<file path="config.mk">
export PLATFORM = sky130hd
export DESIGN_NAME = dtmr_top
export DESIGN_NICKNAME = d
export VERILOG_FILES = /design/src/rtl/dtmr_pkg.sv /design/src/rtl/dtmr_regs.sv /design/src/rtl/dtmr_core.sv /design/src/rtl/dtmr_out.sv /design/src/rtl/dtmr_top.sv
export SDC_FILE = /design/constraint.sdc
export NUM_CORES = 1
export LEC_CHECK = 0
export ABC_CLOCK_PERIOD_IN_PS = 3500
export BUFFER_PORTS_ARGS = -buffer_cell sky130_fd_sc_hd__buf_2
export CORE_UTILIZATION = 45
export CTS_BUF_LIST = sky130_fd_sc_hd__clkbuf_8 sky130_fd_sc_hd__clkbuf_16
export CTS_CLUSTER_DIAMETER = 80
export DETAILED_ROUTE_END_ITERATION = 16
export PLACE_DENSITY = 0.7
export SLEW_MARGIN = 25
export SYNTH_ARGS = -nofsm -noshare
export SYNTH_HDL_FRONTEND = slang
export SYNTH_SLANG_ARGS = --single-unit
</file>
<file path="constraint.sdc">
create_clock -name clk -period 3.5 [get_ports clk]
set_input_delay 0.525 -clock clk [delete_from_list [all_inputs] [get_ports clk]]
set_output_delay 0.525 -clock clk [all_outputs]
set_load 0.1 [all_outputs]
</file>
<file path="src/rtl/dtmr_pkg.sv">
package dtmr_pkg;
   typedef enum logic [1:0] {
      SEL_CUR = 2'd0,
      SEL_SET = 2'd1,
      SEL_CMD = 2'd2,
      SEL_STS = 2'd3
   } dtmr_sel_e;

   localparam int B_EN   = 0;
   localparam int B_CLR  = 1;
   localparam int B_AUTO = 2;
   localparam int B_ALT  = 3;
   localparam int B_OSEL = 4;
   localparam int B_OVAL = 5;
   localparam int B_LOAD = 7;

   typedef struct packed {
      logic en;
      logic auto_rl;
      logic alt;
      logic osel;
      logic oval;
   } dtmr_cfg_t;
endpackage

</file>
<file path="src/rtl/dtmr_regs.sv">
module dtmr_regs
   import dtmr_pkg::*;
#(
   parameter int          DATA_W   = 32,
   parameter int          ADDR_W   = 4,
   parameter logic [DATA_W-1:0] SET_INIT = '1
) (
   input  logic              clk,
   input  logic              rst_n,
   input  logic              reg_wr,
   input  logic [ADDR_W-1:0] reg_addr,
   input  logic [DATA_W-1:0] reg_wdata,
   input  logic [DATA_W-1:0] cur_val,
   input  logic              tmo_flag,
   output logic [DATA_W-1:0] reg_rdata,
   output logic [DATA_W-1:0] set_val,
   output dtmr_cfg_t         cfg,
   output logic              load_stb,
   output logic              clr_stb
);
   dtmr_sel_e sel;
   logic      hit;
   logic      wr_set, wr_cmd;

   generate
      if (DATA_W < 8) begin : g_bad_width
         $error("dtmr_regs: DATA_W must hold the command bits");
      end
      if (ADDR_W < 4) begin : g_bad_addr
         $error("dtmr_regs: ADDR_W must cover four word registers");
      end
      if (ADDR_W > 4) begin : g_wide_addr
         assign hit = (reg_addr[ADDR_W-1:4] == '0);
      end else begin : g_exact_addr
         assign hit = 1'b1;
      end
   endgenerate

   assign sel      = dtmr_sel_e'(reg_addr[3:2]);
   assign wr_set   = reg_wr && hit && (sel == SEL_SET);
   assign wr_cmd   = reg_wr && hit && (sel == SEL_CMD);
   assign load_stb = wr_cmd && reg_wdata[B_LOAD];
   assign clr_stb  = wr_cmd && reg_wdata[B_CLR];

   always_ff @(posedge clk or negedge rst_n) begin
      if (!rst_n) begin
         set_val <= SET_INIT;
         cfg     <= '0;
      end else begin
         if (wr_set) set_val <= reg_wdata;
         if (wr_cmd) begin
            cfg.en      <= reg_wdata[B_EN];
            cfg.auto_rl <= reg_wdata[B_AUTO];
            cfg.alt     <= reg_wdata[B_ALT];
            cfg.osel    <= reg_wdata[B_OSEL];
            cfg.oval    <= reg_wdata[B_OVAL];
         end
      end
   end

   always_comb begin
      reg_rdata = '0;
      if (hit) begin
         unique case (sel)
            SEL_CUR: reg_rdata = cur_val;
            SEL_SET: reg_rdata = set_val;
            SEL_CMD: begin
               reg_rdata[B_EN]   = cfg.en;
               reg_rdata[B_AUTO] = cfg.auto_rl;
               reg_rdata[B_ALT]  = cfg.alt;
               reg_rdata[B_OSEL] = cfg.osel;
               reg_rdata[B_OVAL] = cfg.oval;
            end
            SEL_STS: reg_rdata[0] = tmo_flag;
            default: reg_rdata = '0;
         endcase
      end
   end


   strobe_reads_zero_chk: assert property (@(posedge clk) disable iff (!rst_n)
      (hit && sel == SEL_CMD) |-> (reg_rdata[B_LOAD] == 1'b0 && reg_rdata[B_CLR] == 1'b0));


   set_written_chk: assert property (@(posedge clk) disable iff (!rst_n)
      wr_set |=> (set_val == $past(reg_wdata)));
endmodule

</file>
<file path="src/rtl/dtmr_core.sv">
module dtmr_core #(
   parameter int DATA_W = 32
) (
   input  logic              clk,
   input  logic              rst_n,
   input  logic              en,
   input  logic              auto_rl,
   input  logic              load_stb,
   input  logic              clr_stb,
   input  logic [DATA_W-1:0] set_val,
   output logic [DATA_W-1:0] cur_val,
   output logic              tick,
   output logic              evt,
   output logic              tmo_flag
);
   localparam logic [DATA_W-1:0] ONE = DATA_W'(1);

   logic strobe;
   logic at_zero;

   assign strobe  = load_stb || clr_stb;
   assign at_zero = (cur_val == '0);
   assign tick    = en && !strobe && (cur_val == ONE);

   always_ff @(posedge clk or negedge rst_n) begin
      if (!rst_n) begin
         cur_val <= '0;
      end else if (load_stb) begin
         cur_val <= set_val;
      end else if (clr_stb) begin
         cur_val <= '0;
      end else if (en) begin
         if (!at_zero)     cur_val <= cur_val - ONE;
         else if (auto_rl) cur_val <= set_val;
      end
   end

   always_ff @(posedge clk or negedge rst_n) begin
      if (!rst_n) begin
         evt      <= 1'b0;
         tmo_flag <= 1'b0;
      end else begin
         evt <= tick;
         if (strobe)    tmo_flag <= 1'b0;
         else if (tick) tmo_flag <= 1'b1;
      end
   end


   evt_at_zero_chk: assert property (@(posedge clk) disable iff (!rst_n)
      evt |-> (cur_val == '0));


   flag_with_evt_chk: assert property (@(posedge clk) disable iff (!rst_n)
      evt |-> tmo_flag);


   hold_when_off_chk: assert property (@(posedge clk) disable iff (!rst_n)
      (!en && !strobe) |=> $stable(cur_val));


   load_copies_set_chk: assert property (@(posedge clk) disable iff (!rst_n)
      load_stb |=> (cur_val == $past(set_val)));


   oneshot_hold_chk: assert property (@(posedge clk) disable iff (!rst_n)
      (at_zero && !auto_rl && !strobe) |=> (cur_val == '0));
endmodule

</file>
<file path="src/rtl/dtmr_out.sv">
module dtmr_out #(
   parameter bit OUT_REG = 1'b0
) (
   input  logic clk,
   input  logic rst_n,
   input  logic tick,
   input  logic evt,
   input  logic alt,
   input  logic osel,
   input  logic oval,
   output logic pin
);
   logic tgl;
   logic pin_d;

   always_ff @(posedge clk or negedge rst_n) begin
      if (!rst_n)    tgl <= 1'b0;
      else if (tick) tgl <= ~tgl;
   end

   always_comb begin
      if (osel)     pin_d = oval;
      else if (alt) pin_d = evt;
      else          pin_d = tgl;
   end

   generate
      if (OUT_REG) begin : g_reg_pin
         always_ff @(posedge clk or negedge rst_n) begin
            if (!rst_n) pin <= 1'b0;
            else        pin <= pin_d;
         end
      end else begin : g_comb_pin
         assign pin = pin_d;
      end
   endgenerate


   toggle_flip_chk: assert property (@(posedge clk) disable iff (!rst_n)
      evt |-> (tgl != $past(tgl)));


   toggle_quiet_chk: assert property (@(posedge clk) disable iff (!rst_n)
      !tick |=> $stable(tgl));
endmodule

</file>
<file path="src/rtl/dtmr_top.sv">
module dtmr_top
   import dtmr_pkg::*;
#(
   parameter int DATA_W  = 32,
   parameter int ADDR_W  = 4,
   parameter bit OUT_REG = 1'b0
) (
   input  logic              clk,
   input  logic              rst_n,
   input  logic              reg_wr,
   input  logic [ADDR_W-1:0] reg_addr,
   input  logic [DATA_W-1:0] reg_wdata,
   output logic [DATA_W-1:0] reg_rdata,
   output logic              tmr_pin,
   output logic              tmo_evt
);
   dtmr_cfg_t         cfg;
   logic [DATA_W-1:0] set_val;
   logic [DATA_W-1:0] cur_val;
   logic              load_stb, clr_stb;
   logic              tick, evt, tmo_flag;

   dtmr_regs #(.DATA_W(DATA_W), .ADDR_W(ADDR_W)) regs_i (
      .clk       (clk),
      .rst_n     (rst_n),
      .reg_wr    (reg_wr),
      .reg_addr  (reg_addr),
      .reg_wdata (reg_wdata),
      .cur_val   (cur_val),
      .tmo_flag  (tmo_flag),
      .reg_rdata (reg_rdata),
      .set_val   (set_val),
      .cfg       (cfg),
      .load_stb  (load_stb),
      .clr_stb   (clr_stb)
   );

   dtmr_core #(.DATA_W(DATA_W)) core_i (
      .clk      (clk),
      .rst_n    (rst_n),
      .en       (cfg.en),
      .auto_rl  (cfg.auto_rl),
      .load_stb (load_stb),
      .clr_stb  (clr_stb),
      .set_val  (set_val),
      .cur_val  (cur_val),
      .tick     (tick),
      .evt      (evt),
      .tmo_flag (tmo_flag)
   );

   dtmr_out #(.OUT_REG(OUT_REG)) out_i (
      .clk   (clk),
      .rst_n (rst_n),
      .tick  (tick),
      .evt   (evt),
      .alt   (cfg.alt),
      .osel  (cfg.osel),
      .oval  (cfg.oval),
      .pin   (tmr_pin)
   );

   assign tmo_evt = evt;


   pulse_mode_chk: assert property (@(posedge clk) disable iff (!rst_n)
      (!OUT_REG && !cfg.osel && cfg.alt) |-> (tmr_pin == tmo_evt));
endmodule

</file>
==> flow_metrics.env <==
export IMPL_cts_hold_buf=0
export IMPL_die_y_um=102
export IMPL_syn_area_per_cell_sq_um=9.59
export IMPL_p_sw_mw=1.78
export IMPL_r2r_end="core_i.cur_val[10]"
export IMPL_path_class="flop to flop"
export IMPL_p_total_mw=3.74
export IMPL_grt_ovfl_total=0
export IMPL_yosysMostFrequentCell="nor2_1"
export IMPL_cp_arrival_ps=3310
export IMPL_drive_gt1_share_pct=34.2
export IMPL_cts_path_max_buffers=2
export IMPL_vias=3853
export IMPL_status="complete, no violations"
export IMPL_ys_ff_latch=72
export IMPL_synth_common_cells="73 x nor2_1, 40 x dfrtp_1, 36 x mux2_2, 34 x a21oi_1"
export IMPL_gp_congestion=0.864
export IMPL_fmax_ghz=0.326
export IMPL_ios=73
export IMPL_synth_edff_count=0
export IMPL_avgViaCountPerCell=5.74
export IMPL_ys_seq_area_share_pct=41.1
export IMPL_fin_hold_ws_ps=268
export IMPL_tightest_slew_ps=808
export IMPL_track_usage_pct=23.7
export IMPL_cts_root_buf="clkbuf_8"
export IMPL_worstHoldPathType="primary input to async pin"
export IMPL_clkPwrFrac_pct=17.1
export IMPL_yosysWarnings=0
export IMPL_crit_start="core_i.cur_val[0]"
export IMPL_synth_cells=467
export IMPL_setup_viol=0
export IMPL_seqPwrFrac_pct=39.6
export IMPL_die_area_sq_mm=0.0104
export IMPL_synth_top_area_share_pct=22.4
export IMPL_synth_nets=508
export IMPL_path_max_fanout=14
export IMPL_cts_made_buffers=9
export IMPL_wl_um=11400
export IMPL_insertion_delay_ps=350
export IMPL_nFillCells=917
export IMPL_grt_max_degree=40
export IMPL_critPathRequiredTime_ps=3740
export IMPL_netlist_area_sq_mm=0.00448
export IMPL_grt_pass1_vias=3680
export IMPL_synthDistinctLibCells=63
export IMPL_cts_setup_buffers=0
export IMPL_slew_violations=0
export IMPL_core_rowCount=36
export IMPL_grt_setup_unrepaired="no"
export IMPL_finalCritPeriodShare_pct=87.6
export IMPL_ys_flop_type="dfrtp_1"
export IMPL_area_growth_pct=14.9
export IMPL_cts_resized=0
export IMPL_grt_pass1_wl_um=18700
export IMPL_switching_share_pct=47.6
export IMPL_reg2reg_slack_ps=430
export IMPL_r2r_start="core_i.cur_val[0]"
export IMPL_drtPass1Iterations=7
export IMPL_hpwl_um=8030
export IMPL_drt_iter0_markers=269
export IMPL_reg2reg_depth=10
export IMPL_clkSinkCount=72
export IMPL_synth_area_top_cells="dfrtp_1 22%, dfstp_2 19%, mux2_2 9.1%"
export IMPL_clk_pin_slew_ps=70
export IMPL_p_per_area_mw_per_mm2=726
export IMPL_p_leak_nw=2.21
export IMPL_drc=0
export IMPL_startpoint_type="flop"
export IMPL_antenna_found_initial=0
export IMPL_hold_violations=0
export IMPL_num_nets_final=574
export IMPL_ant_nets=0
export IMPL_ir_worst_vdd_uv=239
export IMPL_period_needed_ps=3070
export IMPL_comb_power_share_pct=43.3
export IMPL_port_buffers=70
export IMPL_relSlewSlack_pct=45.6
export IMPL_end_kind="flop"
export IMPL_coreArea_sq_mm=0.00973
export IMPL_fin_skew_ps=9.70
export IMPL_tritoncts="built"
export IMPL_htree_levels=3
export IMPL_start_util_pct=46.0
export IMPL_p_int_mw=1.96
export IMPL_antennaDiodeCount=0
export IMPL_yosys_area_top_type="dfrtp_1"
export IMPL_fp_dieW_um=102
export IMPL_maxCapViolCount=0
export IMPL_routedWlPerCell_um=17.0
export IMPL_postSynth_asyncResetShare_pct=100
[stage by stage]
stage | util, % | worst slack [ps] | cell area, sq um | setup TNS (ps) | instances
after global placement | 51.0 | 578 | 4960 | 0 | 655
final | 52.9 | 433 | 5140 | 0 | 671
after global routing | 52.9 | 223 | 5140 | 0 | 671
after detailed placement | 51.0 | 517 | 4960 | 0 | 655
after CTS | 52.9 | 488 | 5140 | 0 | 671
after floorplan | - | -98.2 | 4480 | -393 | 467
[worst max-delay path, stage by stage (launching register included)]
cell	delay (ps)
dfrtp_1	440
inv_1	120
ha_1	240
nor3b_1	490
buf_4	230
nand4_2	170
o31ai_4	680
buf_4	290
a21oi_1	50
o21ai_0	170
o21ai_1	90
[sequential cells by signal, summed over array words and instances (netlist names)]
signal and cells:
core_i.cur_val 32, core_i.evt 1, core_i.tmo_flag 1, out_i.tgl 1, regs_i.cfg 5, regs_i.set_val 32
[placed cells by master, fill, tap and decap left out, types with 3 or more instances in the layout]
cell type  count
nand4_1        4
clkbuf_8      10
nor3b_1        3
a32oi_1        4
o21ai_1       15
o211ai_1       5
nand3_1        4
inv_1         10
o21ai_0       28
nor2_1        73
or4_1          4
nand2_1       24
o21a_1         4
xor2_1         4
mux2_2        36
dfstp_2       32
dfrtp_1       40
nor3_1        12
mux2i_1       32
o31ai_1        4
a31oi_1       11
a22oi_1        5
nor4_1        10
nor4_2         3
buf_4         15
a21oi_1       34
buf_2         70
[routing by layer]
metal / vias to the layer above / wire (um) / global-route usage (%)
met5: - / 0 / 0
met4: 0 / 227 / 10.8
met3: 20 / 628 / 3.80
met2: 128 / 5190 / 35.8
met1: 1844 / 5330 / 33.3
li1: 1861 / - / -
[power groups by stage]
| stage | registers, mW | clock network, mW | logic (mW) |
|---|---|---|---|
| floorplan | 1.32 | 0 | 1.40 |
| global placement | 1.47 | 0 | 1.58 |
| detailed placement | 1.49 | 0 | 1.61 |
| CTS | 1.47 | 0.654 | 1.62 |
| global route | 1.53 | 0.692 | 1.75 |
| finish | 1.48 | 0.639 | 1.62 |
[logic make-up (layout without fill, tap and decap cells)]
| logic type | count (synthesis) | in the layout | share of synthesized area (%) |
|---|---|---|---|
| adder cells (fa/ha/maj) | 2 | 2 | 0.559 |
| AND/OR/NAND/NOR | 158 | 158 | 19.0 |
| multiplexers | 69 | 69 | 16.7 |
| XOR/XNOR | 4 | 4 | 0.782 |
| flip-flops | 72 | 72 | 41.1 |
| AO/OA/AOI/OAI | 126 | 126 | 17.6 |
| buffers and inverters | 36 | 107 | 4.19 |
[worst max path at each step]
stage | to | slack, ps | depth (start not counted)
floorplan | reg_rdata[2] | -100 | 3
global placement | core_i.cur_val[9] | 580 | 10
detailed placement | core_i.cur_val[10] | 520 | 10
CTS | core_i.cur_val[5] | 490 | 9
global route | core_i.cur_val[10] | 220 | 10
finish | core_i.cur_val[10] | 430 | 10
[cell type report]
class,instances,area [sq um],area share [%]
flip-flops and latches,72,1840,35.8
repair buffers,86,483,9.39
clock inverters,6,48.8,0.948
multi-input cells,359,2450,47.6
well taps,133,166,3.23
inverters,5,18.8,0.365
clock buffers,10,138,2.68
(Power assumes the default switching activity.)
